**config.mk**
```make
export PLATFORM = sky130hd
export DESIGN_NAME = bkup_src_ctrl
export DESIGN_NICKNAME = d
export VERILOG_FILES = /design/src/rtl/bkup_pkg.sv /design/src/rtl/bkup_iso_qual.sv /design/src/rtl/bkup_src_sel.sv /design/src/rtl/bkup_src_ctrl.sv
export SDC_FILE = /design/constraint.sdc
export NUM_CORES = 1
export LEC_CHECK = 0
export ABC_AREA = 1
export BUFFER_PORTS_ARGS = -buffer_cell sky130_fd_sc_hd__buf_2
export CAP_MARGIN = 15
export CORE_MARGIN = 5
export CORE_UTILIZATION = 50
export DETAILED_ROUTE_END_ITERATION = 7
export GPL_TIMING_DRIVEN = 0
export MAX_ROUTING_LAYER = met4
export PLACE_DENSITY = 0.7
export SYNTH_ARGS = -nofsm -noshare
export SYNTH_HDL_FRONTEND = slang
export SYNTH_SLANG_ARGS = --single-unit
```
**constraint.sdc**
```tcl
create_clock -name clk -period 1.3 [get_ports clk]
set_clock_uncertainty 0.1 [all_clocks]
set_input_delay 0 -clock clk [delete_from_list [all_inputs] [get_ports clk]]
set_output_delay 0 -clock clk [all_outputs]
set_load 0.1 [all_outputs]
```
**src/rtl/bkup_pkg.sv**
```systemverilog
package bkup_pkg;

  typedef enum logic [1:0] {
    SRC_OFF = 2'd0,
    SRC_SEC = 2'd1,
    SRC_GAP = 2'd2,
    SRC_PRI = 2'd3
  } src_state_t;

  function automatic int unsigned qual_cycles(input int unsigned period_ns,
                                              input int unsigned min_ns);
    return (min_ns + period_ns - 1) / period_ns;
  endfunction

endpackage

```
**src/rtl/bkup_iso_qual.sv**
```systemverilog
module bkup_iso_qual #(
  parameter int unsigned QUAL_CYCLES = 175
) (
  input  logic clk,
  input  logic rst,
  input  logic in_win,
  input  logic ce_half,
  input  logic ce_high,
  output logic qual_ok
);
  localparam int unsigned CW = $clog2(QUAL_CYCLES + 1);
  localparam logic [CW-1:0] LAST = CW'(QUAL_CYCLES - 1);

  logic          armed;
  logic          done;
  logic          cancel;
  logic [CW-1:0] cnt;

  always_ff @(posedge clk) begin
    if (rst || !in_win) begin
      armed  <= 1'b0;
      done   <= 1'b0;
      cancel <= 1'b0;
      cnt    <= '0;
    end else begin
      if (ce_high) cancel <= 1'b1;
      if (!ce_half) begin
        armed <= 1'b1;
        cnt   <= '0;
      end else if (armed && !done) begin
        cnt <= cnt + 1'b1;
        if (cnt == LAST) done <= 1'b1;
      end
    end
  end

  assign qual_ok = done & ~cancel;

  // qualification only completes on an armed mid-level run
  p_done_needs_run_r9: assert property (@(posedge clk) disable iff (rst)
    $rose(done) |-> $past(ce_half) && $past(armed) && $past(in_win));

  // an over-level sample inside the window blocks the request
  p_over_cancels_r11: assert property (@(posedge clk) disable iff (rst)
    ($past(in_win) && $past(ce_high) && in_win) |-> !qual_ok);

endmodule

```
**src/rtl/bkup_src_sel.sv**
```systemverilog
module bkup_src_sel
  import bkup_pkg::*;
(
  input  logic clk,
  input  logic rst,
  input  logic in_bkp,
  input  logic iso_d,
  input  logic sec_good,
  input  logic pri_fitted,
  output logic sec_en,
  output logic pri_en
);
  src_state_t st_q, st_d;

  always_comb begin
    st_d = st_q;
    if (!in_bkp || iso_d) begin
      st_d = SRC_OFF;
    end else begin
      unique case (st_q)
        SRC_OFF: st_d = sec_good ? SRC_SEC : SRC_PRI;
        SRC_SEC: st_d = sec_good ? SRC_SEC : SRC_GAP;
        SRC_GAP: st_d = SRC_PRI;
        SRC_PRI: st_d = SRC_PRI;
        default: st_d = SRC_OFF;
      endcase
    end
  end

  always_ff @(posedge clk) begin
    if (rst) begin
      st_q   <= SRC_OFF;
      sec_en <= 1'b0;
      pri_en <= 1'b0;
    end else begin
      st_q   <= st_d;
      sec_en <= (st_d == SRC_SEC);
      pri_en <= (st_d == SRC_PRI) && pri_fitted;
    end
  end

  // primary is never enabled on the clock right after the secondary
  p_break_before_make_r5: assert property (@(posedge clk) disable iff (rst)
    $past(sec_en) |-> !pri_en);

  // primary selection persists while the outage lasts
  p_pri_sticky_r5: assert property (@(posedge clk) disable iff (rst)
    ($past(st_q == SRC_PRI) && $past(in_bkp) && in_bkp && !iso_d) |-> st_q == SRC_PRI);

endmodule

```
**src/rtl/bkup_src_ctrl.sv**
```systemverilog
module bkup_src_ctrl
  import bkup_pkg::*;
#(
  parameter int unsigned CLK_PERIOD_NS = 4,
  parameter int unsigned ISO_MIN_NS    = 700
) (
  input  logic clk,
  input  logic rst,
  input  logic sup_fail,
  input  logic sup_low,
  input  logic sec_good,
  input  logic pri_fitted,
  input  logic cell_attach,
  input  logic ce_half,
  input  logic ce_high,
  output logic sec_en,
  output logic pri_en,
  output logic sec_chg_en,
  output logic iso_st
);
  localparam int unsigned QUAL_CYCLES = qual_cycles(CLK_PERIOD_NS, ISO_MIN_NS);

  logic sup_fail_q, sup_low_q;
  logic sup_ret, so_cross, in_win;
  logic qual_ok;
  logic iso_q, iso_d;

  assign in_win   = sup_fail & ~sup_low;
  assign sup_ret  = sup_fail_q & ~sup_fail;
  assign so_cross = sup_low & ~sup_low_q;
  assign iso_d    = cell_attach | (iso_q & ~sup_ret) | (so_cross & qual_ok);

  always_ff @(posedge clk) begin
    if (rst) begin
      sup_fail_q <= 1'b0;
      sup_low_q  <= 1'b0;
      iso_q      <= 1'b1;
      sec_chg_en <= 1'b0;
    end else begin
      sup_fail_q <= sup_fail;
      sup_low_q  <= sup_low;
      iso_q      <= iso_d;
      sec_chg_en <= ~sup_fail;
    end
  end

  assign iso_st = iso_q;

  bkup_iso_qual #(.QUAL_CYCLES(QUAL_CYCLES)) u_qual (
    .clk     (clk),
    .rst     (rst),
    .in_win  (in_win),
    .ce_half (ce_half),
    .ce_high (ce_high),
    .qual_ok (qual_ok)
  );

  bkup_src_sel u_sel (
    .clk        (clk),
    .rst        (rst),
    .in_bkp     (sup_low),
    .iso_d      (iso_d),
    .sec_good   (sec_good),
    .pri_fitted (pri_fitted),
    .sec_en     (sec_en),
    .pri_en     (pri_en)
  );

  // at most one cell feeds the rail
  p_one_source_r7: assert property (@(posedge clk) disable iff (rst)
    !(sec_en && pri_en));

  // isolation keeps both cells off
  p_iso_blocks_r7: assert property (@(posedge clk) disable iff (rst)
    iso_st |-> !sec_en && !pri_en);

  // no cell connects above the switch-over level
  p_no_conn_above_so_r3: assert property (@(posedge clk) disable iff (rst)
    $past(!sup_low) |-> !sec_en && !pri_en);

  // charging only when no cell is feeding the rail
  p_charge_exclusive_r2: assert property (@(posedge clk) disable iff (rst)
    sec_chg_en |-> !sec_en && !pri_en);

  // supply return clears isolation unless a new cell is attached
  p_iso_clear_r8: assert property (@(posedge clk) disable iff (rst)
    ($past(sup_fail, 2) && !$past(sup_fail) && !$past(cell_attach)) |-> !iso_st);

endmodule

```
==> results of run 1 <==
==> cells in the mapped netlist (all sizes together) <==
cell,number,area [sq um]
inv,17,63.8
o21ai,5,25.0
nor2,19,115
dfxtp,19,380
ha,2,25.0
a21oi,5,28.8
nand2,24,97.6
nor3,5,25.0
nand3,7,45.0
nand4,1,6.26
or2,1,8.76
==> power groups by stage <==
| stage | logic [mW] | registers (mW) | clock network (mW) |
|---|---|---|---|
| floorplan | 0.0353 | 0.626 | 0 |
| global placement | 0.0780 | 0.607 | 0 |
| detailed placement | 0.0795 | 0.607 | 0 |
| CTS | 0.102 | 0.594 | 0.308 |
| global route | 0.111 | 0.595 | 0.336 |
| finish | 0.103 | 0.594 | 0.296 |
==> path summary, 6_finish.rpt <==
check	start	to	slack [ps]
max	sup_low	sup_low_q$_SDFF_PP0_	40
max reg2reg	u_qual.cnt[0]$_SDFFE_PP0P_	u_qual.cnt[6]$_SDFFE_PP0P_	90
min	ce_half	u_qual.armed$_SDFFE_PP0N_	320
min reg2reg	u_qual.cnt[2]$_SDFFE_PP0P_	u_qual.cnt[2]$_SDFFE_PP0P_	400
==> per-layer routing <==
metal	routed length (um)	vias up
met5	0	-
met4	33	0
met3	65	4
met2	683	11
met1	795	290
li1	-	380
==> logic make-up after synthesis <==
| kind of cell | synth area share |
|---|---|
| and+or+nand+nor | 0.363 |
| DFF | 0.463 |
| buffers and inverters | 0.0777 |
| AOI/OAI and AO/OA | 0.0655 |
| adders and majority gates | 0.0305 |
==> cell type report <==
cell class	count	area [sq um]	share of cell area
flip-flops and latches	19	382	0.369
multi-input cells	69	382	0.369
repair buffers	22	160	0.155
inverters	17	63.8	0.0617
clock buffers	3	22.5	0.0218
well taps	16	20.0	0.0193
clock inverters	1	5.00	0.00484
==> worst reg2reg max path, stage by stage, from the launching register on <==
cell     delay, ps
dfxtp_1        410
ha_1           190
nand3_1        150
nor2_1         120
nand2_1         50
nand2_1         60
nor2_1          40
==> per-stage QoR <==
step	utilization	cell area [sq um]
detailed placement	0.592	902
CTS	0.676	1030
global placement	0.592	902
floorplan	-	822
finish	0.679	1030
global route	0.679	1030
==> what timing repair did <==
| item | 4_1_cts | 5_1_grt |
|---|---|---|
| hold buffers | 10 | 0 |
| endpoints found under the setup margin | 0 | 1 |
| endpoints found under the hold margin | 12 | 0 |
| gates resized for setup | 0 | 1 |
==> results.py, run 1 <==
metrics = {
    "grt": {
        "grt_max_degree": 12,
        "busiest_layer": "met2",
        "grt_util_met1": 0.176,
        "grtUsageMet3": 0.0266,
        "first_global_vias": 581,
        "grt_overflow": 0,
        "antenna_found_initial": 0,
        "track_usage": 0.132,
        "grt.met2_usage": 0.182,
        "grt_pass1_wl_um": 2470,
    },
    "timing": {
        "worst_pin_slew_ps": 487,
        "setup_violations": 0,
        "rsz0062_at_grt": "false",
        "period_needed_ps": 1260,
        "hold_viol_final": 0,
        "fin_crit_sh": 0.969,
        "slew_violations": 0,
        "hold_slack_ps": 319,
        "fmax_mhz": 794,
        "relSlewSlack": 0.678,
        "tns_ps": 0,
        "fin_ws_ps": 40.5,
    },
    "pwr": {
        "swShare": 0.247,
        "p_sw_mw": 0.245,
        "share_comb_of_total_power": 0.104,
        "power_density_mw_per_mm2": 960,
        "pwr-share-clk": 0.298,
        "power_leakage_nw": 0.449,
        "p_int_mw": 0.748,
        "vdd_drop_max_mv": 0.685,
        "power_mw": 0.993,
        "seq_power_share": 0.598,
    },
    "job": {
        "cap_violations": 0,
    },
    "synth": {
        "ys_warn_count": 0,
        "ys_types": 19,
        "yosys_register_bits": 19,
        "synth.net_count": 116,
        "synth_area_sq_um": 821,
        "synth_area_per_cell_sq_um": 7.82,
        "synth_cells": 105,
        "ys_seq_area_frac": 0.463,
    },
    "worst_setup_path": {
        "max_stage_delay_ps": 540,
        "cp_cell_sequence": "dlygate4sd3_1, buf_2, inv_2, nor2_2, dlygate4sd3_1",
        "crit_arrival_ps": 1360,
        "crit_buf_inv": 4,
        "crit_top_cell": "dlygate4sd3_1",
        "cp.depth": 5,
        "cp_max_fo": 4,
        "crit_family": "buffers and inverters",
        "required_ps": 1400,
        "critical_path_class": "input port to register",
        "rr_worst_depth": 6,
        "cpMaxStageDelayCell": "dlygate4sd3_1",
        "critPathCaptureType": "register",
        "startpoint_type": "input port",
    },
    "placement": {
        "place_ws_ps": 120,
        "place_inst": 133,
        "post-dp-hpwl_um": 1120,
        "portBuffers": 12,
        "place_congestion": 0.805,
    },
    "cells_and_area": {
        "n_antenna_cell": 0,
        "largest_registers": "u_qual.cnt (8), u_sel.st_q (2)",
        "largest_register_ffs": 8,
        "syn2layout_area_growth_pct": 26.1,
        "final_layout_size_suffix_gt1_frac": 0.244,
        "fin_nets": 143,
        "final_cells": 147,
        "regMostFlops": "u_qual.cnt",
        "final_cell_mix": "23 x nand2_1, 18 x dfxtp_1, 14 x inv_1, 13 x nor2_1, 12 x buf_2",
        "n_fill_cell": 131,
        "final_common_cell": "nand2_1",
    },
    "die": {
        "die_w_um": 50.5,
        "dieArea_sq_mm": 0.00255,
        "num_rows": 14,
        "start_util": 0.539,
        "num_io_pins": 13,
        "core_sq_mm": 0.00152,
        "die_y_um": 50.5,
    },
    "detailed_routing": {
        "drt-total-wl_um": 1580,
        "drt_iter0_drc": 9,
        "drc": 0,
        "drtPass1Iterations": 5,
        "ant_nets": 0,
        "routed_via_density": 4.66,
        "num_vias": 685,
        "wl_per_cell_um": 10.7,
    },
    "clock_tree": {
        "post_cts_buffers": 0,
        "clk_latency_ps": 290,
        "clkTransAtPathRegs_ps": 110,
        "cts_buffers": 3,
        "max-clock-path-buffers": 2,
        "root_buffer": "clkbuf_4",
        "cts_tree": "yes",
        "cts.sinks": 19,
        "h-tree-depth": 1,
    },
    "min_path": {
        "hp-class": "input port to register",
        "hold_depth": 3,
    },
    "outcome": {
        "status": "finished clean",
    },
}
No activity file was read; power rests on OpenSTA's default activity.
==> run 2, diff against run 1 <==
--- a/config.mk
+++ b/config.mk
@@ -8,12 +8,15 @@
 export ABC_AREA = 1
 export BUFFER_PORTS_ARGS = -buffer_cell sky130_fd_sc_hd__buf_2
 export CAP_MARGIN = 15
+export CELL_PAD_IN_SITES_DETAIL_PLACEMENT = 1
+export CELL_PAD_IN_SITES_GLOBAL_PLACEMENT = 2
+export CORE_ASPECT_RATIO = 0.7
 export CORE_MARGIN = 5
-export CORE_UTILIZATION = 50
+export CORE_UTILIZATION = 30
 export DETAILED_ROUTE_END_ITERATION = 7
 export GPL_TIMING_DRIVEN = 0
 export MAX_ROUTING_LAYER = met4
-export PLACE_DENSITY = 0.7
+export PLACE_DENSITY = 0.72
 export SYNTH_ARGS = -nofsm -noshare
 export SYNTH_HDL_FRONTEND = slang
 export SYNTH_SLANG_ARGS = --single-unit
==> run 2 against run 1 <==
  * Global-route usage decreased by 1.5 points
  * Maximum frequency increased by 3.1%
  * Clock power increased by 39%
  * Wire length increased by 22%
  * Core utilization decreased by 26 points
  * Cell count increased by 12%
  * Sequential share of layout area decreased by 1.1 points
  * First-iteration DRC count increased to 4.0 times the previous value
  * Critical endpoint is now sec_chg_en$_SDFF_PP0_
==> results.py, run 2 (synthesis gave the netlist of run 1 again) <==
metrics = {
    "pwr": {
        "swShare": 0.233,
        "power_leakage_nw": 0.450,
        "seq_power_share": 0.537,
        "power_density_mw_per_mm2": 1030,
        "p_int_mw": 0.850,
        "vdd_drop_max_mv": 0.478,
        "share_comb_of_total_power": 0.093,
        "p_sw_mw": 0.257,
        "pwr-share-clk": 0.371,
    },
    "worst_setup_path": {
        "cpMaxStageDelayCell": "dlygate4sd3_1",
        "crit_top_cell": "dlygate4sd3_1",
        "crit_buf_inv": 3,
        "r2r-end": "u_qual.cnt[5]$_SDFFE_PP0P_",
        "cp_cell_sequence": "dlygate4sd3_1, buf_2, nor2_1, dlygate4sd3_1",
        "crit_arrival_ps": 1270,
        "required_ps": 1350,
        "cp-startpoint": "rst",
        "cp.depth": 4,
        "critical_path_class": "input port to register",
        "rr_worst_depth": 5,
        "regToRegSetupSlack_ps": 130,
        "reg2reg_from": "u_qual.cnt[1]$_SDFFE_PP0P_",
        "startpoint_type": "input port",
        "cp-endpoint": "sec_chg_en$_SDFF_PP0_",
        "critPathCaptureType": "register",
        "cp_max_fo": 4,
        "max_stage_delay_ps": 540,
        "crit_family": "buffers and inverters",
    },
    "cells_and_area": {
        "fin_nets": 142,
        "final_layout_size_suffix_gt1_frac": 0.262,
        "largest_registers": "u_qual.cnt (8), u_sel.st_q (2)",
        "final_cell_mix": "23 x nand2_1, 16 x dfxtp_1, 14 x inv_1, 13 x nor2_1, 12 x buf_2",
        "fin_area_sq_mm": 0.00107,
        "finalCoreUtilization": 0.423,
        "largest_register_ffs": 8,
        "syn2layout_area_growth_pct": 30.6,
        "regMostFlops": "u_qual.cnt",
        "final_common_cell": "nand2_1",
        "n_antenna_cell": 0,
        "final_cells": 164,
    },
    "placement": {
        "portBuffers": 12,
        "place_inst": 151,
        "place_congestion": 0.727,
        "place_area_sq_um": 925,
        "post-dp-hpwl_um": 1500,
    },
    "die": {
        "num_rows": 15,
        "die_y_um": 53.8,
        "die_w_um": 72.5,
        "dieArea_sq_mm": 0.00390,
        "start_util": 0.324,
        "num_io_pins": 13,
        "core_sq_mm": 0.00253,
    },
    "clock_tree": {
        "clk_latency_ps": 260,
        "max-clock-path-buffers": 2,
        "h-tree-depth": 1,
        "cts.sinks": 19,
        "root_buffer": "clkbuf_8",
        "cts_tree": "yes",
        "clkTransAtPathRegs_ps": 70,
        "cts_buffers": 3,
    },
    "timing": {
        "setup_violations": 0,
        "period_needed_ps": 1220,
        "worst_pin_slew_ps": 492,
        "relSlewSlack": 0.674,
        "hold_viol_final": 0,
        "fmax_mhz": 818,
        "fin_crit_sh": 0.940,
        "tns_ps": 0,
        "slew_violations": 0,
        "rsz0062_at_grt": "false",
    },
    "detailed_routing": {
        "drt-total-wl_um": 1930,
        "drt_iter0_drc": 36,
        "num_vias": 706,
        "drc": 0,
        "ant_nets": 0,
        "wl_per_cell_um": 11.8,
        "drtPass1Iterations": 4,
        "routed_via_density": 4.30,
    },
    "grt": {
        "grt_pass1_wl_um": 3230,
        "grt_max_degree": 11,
        "first_global_vias": 675,
        "antenna_found_initial": 0,
        "grt_overflow": 0,
        "track_usage": 0.117,
    },
    "job": {
        "cap_violations": 0,
    },
    "min_path": {
        "hold_depth": 1,
        "hp-class": "register to register",
    },
    "outcome": {
        "status": "finished clean",
    },
}
==> run 2: routing by layer <==
metal  vias to the layer above  wire length, um  global-route usage
li1                        381                -                   -
met1                       310             1060               0.154
met2                        12              780               0.169
met3                         3               73              0.0392
met4                         0               19              0.0368
met5                         -                0                   -
==> run 2: worst reg2reg max path, cell delays in order, from the launching register on <==
cell and delay [ps]:
dfxtp_1 380, nand2_1 150, nor3_2 260, nand2_1 80, nand2_1 60, nor2_1 40
==> run 2: cell type report <==
cell class | count | area, sq um
fill | 315 | 1460
multi-input combinational | 69 | 387
sequential | 19 | 384
timing repair buffer | 21 | 150
inverter | 17 | 63.8
clock buffer | 4 | 45.0
tap | 34 | 42.5
==> run 2: repair_timing <==
| item | CTS | global route |
|---|---|---|
| hold endpoints to repair | 10 | 0 |
| hold buffers | 9 | 0 |
| endpoints found under the setup margin | 0 | 3 |
| resized for setup | 0 | 4 |
| buffers inserted | 0 | 0 |
==> run 2: worst min path at each step <==
| stage | startpoint | endpoint |
|---|---|---|
| 2_1_floorplan | rst | sec_chg_en$_SDFF_PP0_ |
| 3_3_place_gp | sup_fail | sec_chg_en$_SDFF_PP0_ |
| 3_5_place_dp | sup_fail | sec_chg_en$_SDFF_PP0_ |
| 4_1_cts | ce_half | u_qual.armed$_SDFFE_PP0N_ |
| 5_1_grt | u_qual.cnt[3]$_SDFFE_PP0P_ | u_qual.cnt[3]$_SDFFE_PP0P_ |
| 6_report | u_qual.cnt[3]$_SDFFE_PP0P_ | u_qual.cnt[3]$_SDFFE_PP0P_ |
==> run 2: power groups by stage <==
stage,sequential [mW],combinational (mW),clock (mW)
2_1_floorplan,0.626,0.0353,0
3_3_place_gp,0.607,0.0804,0
3_5_place_dp,0.607,0.0821,0
4_1_cts,0.594,0.103,0.437
5_1_grt,0.595,0.112,0.453
6_report,0.594,0.103,0.411
==> run 2: stage by stage <==
| stage | total power, mW | hold WS (ps) | setup WS [ps] |
|---|---|---|---|
| CTS | 1.13 | 372 | 26.9 |
| global placement | 0.687 | 85.1 | 93.6 |
| global route | 1.16 | 372 | 17.8 |
| finish | 1.11 | 354 | 78.1 |
| detailed placement | 0.689 | 89.9 | 44.1 |
| floorplan | 0.661 | -33.3 | 74.8 |
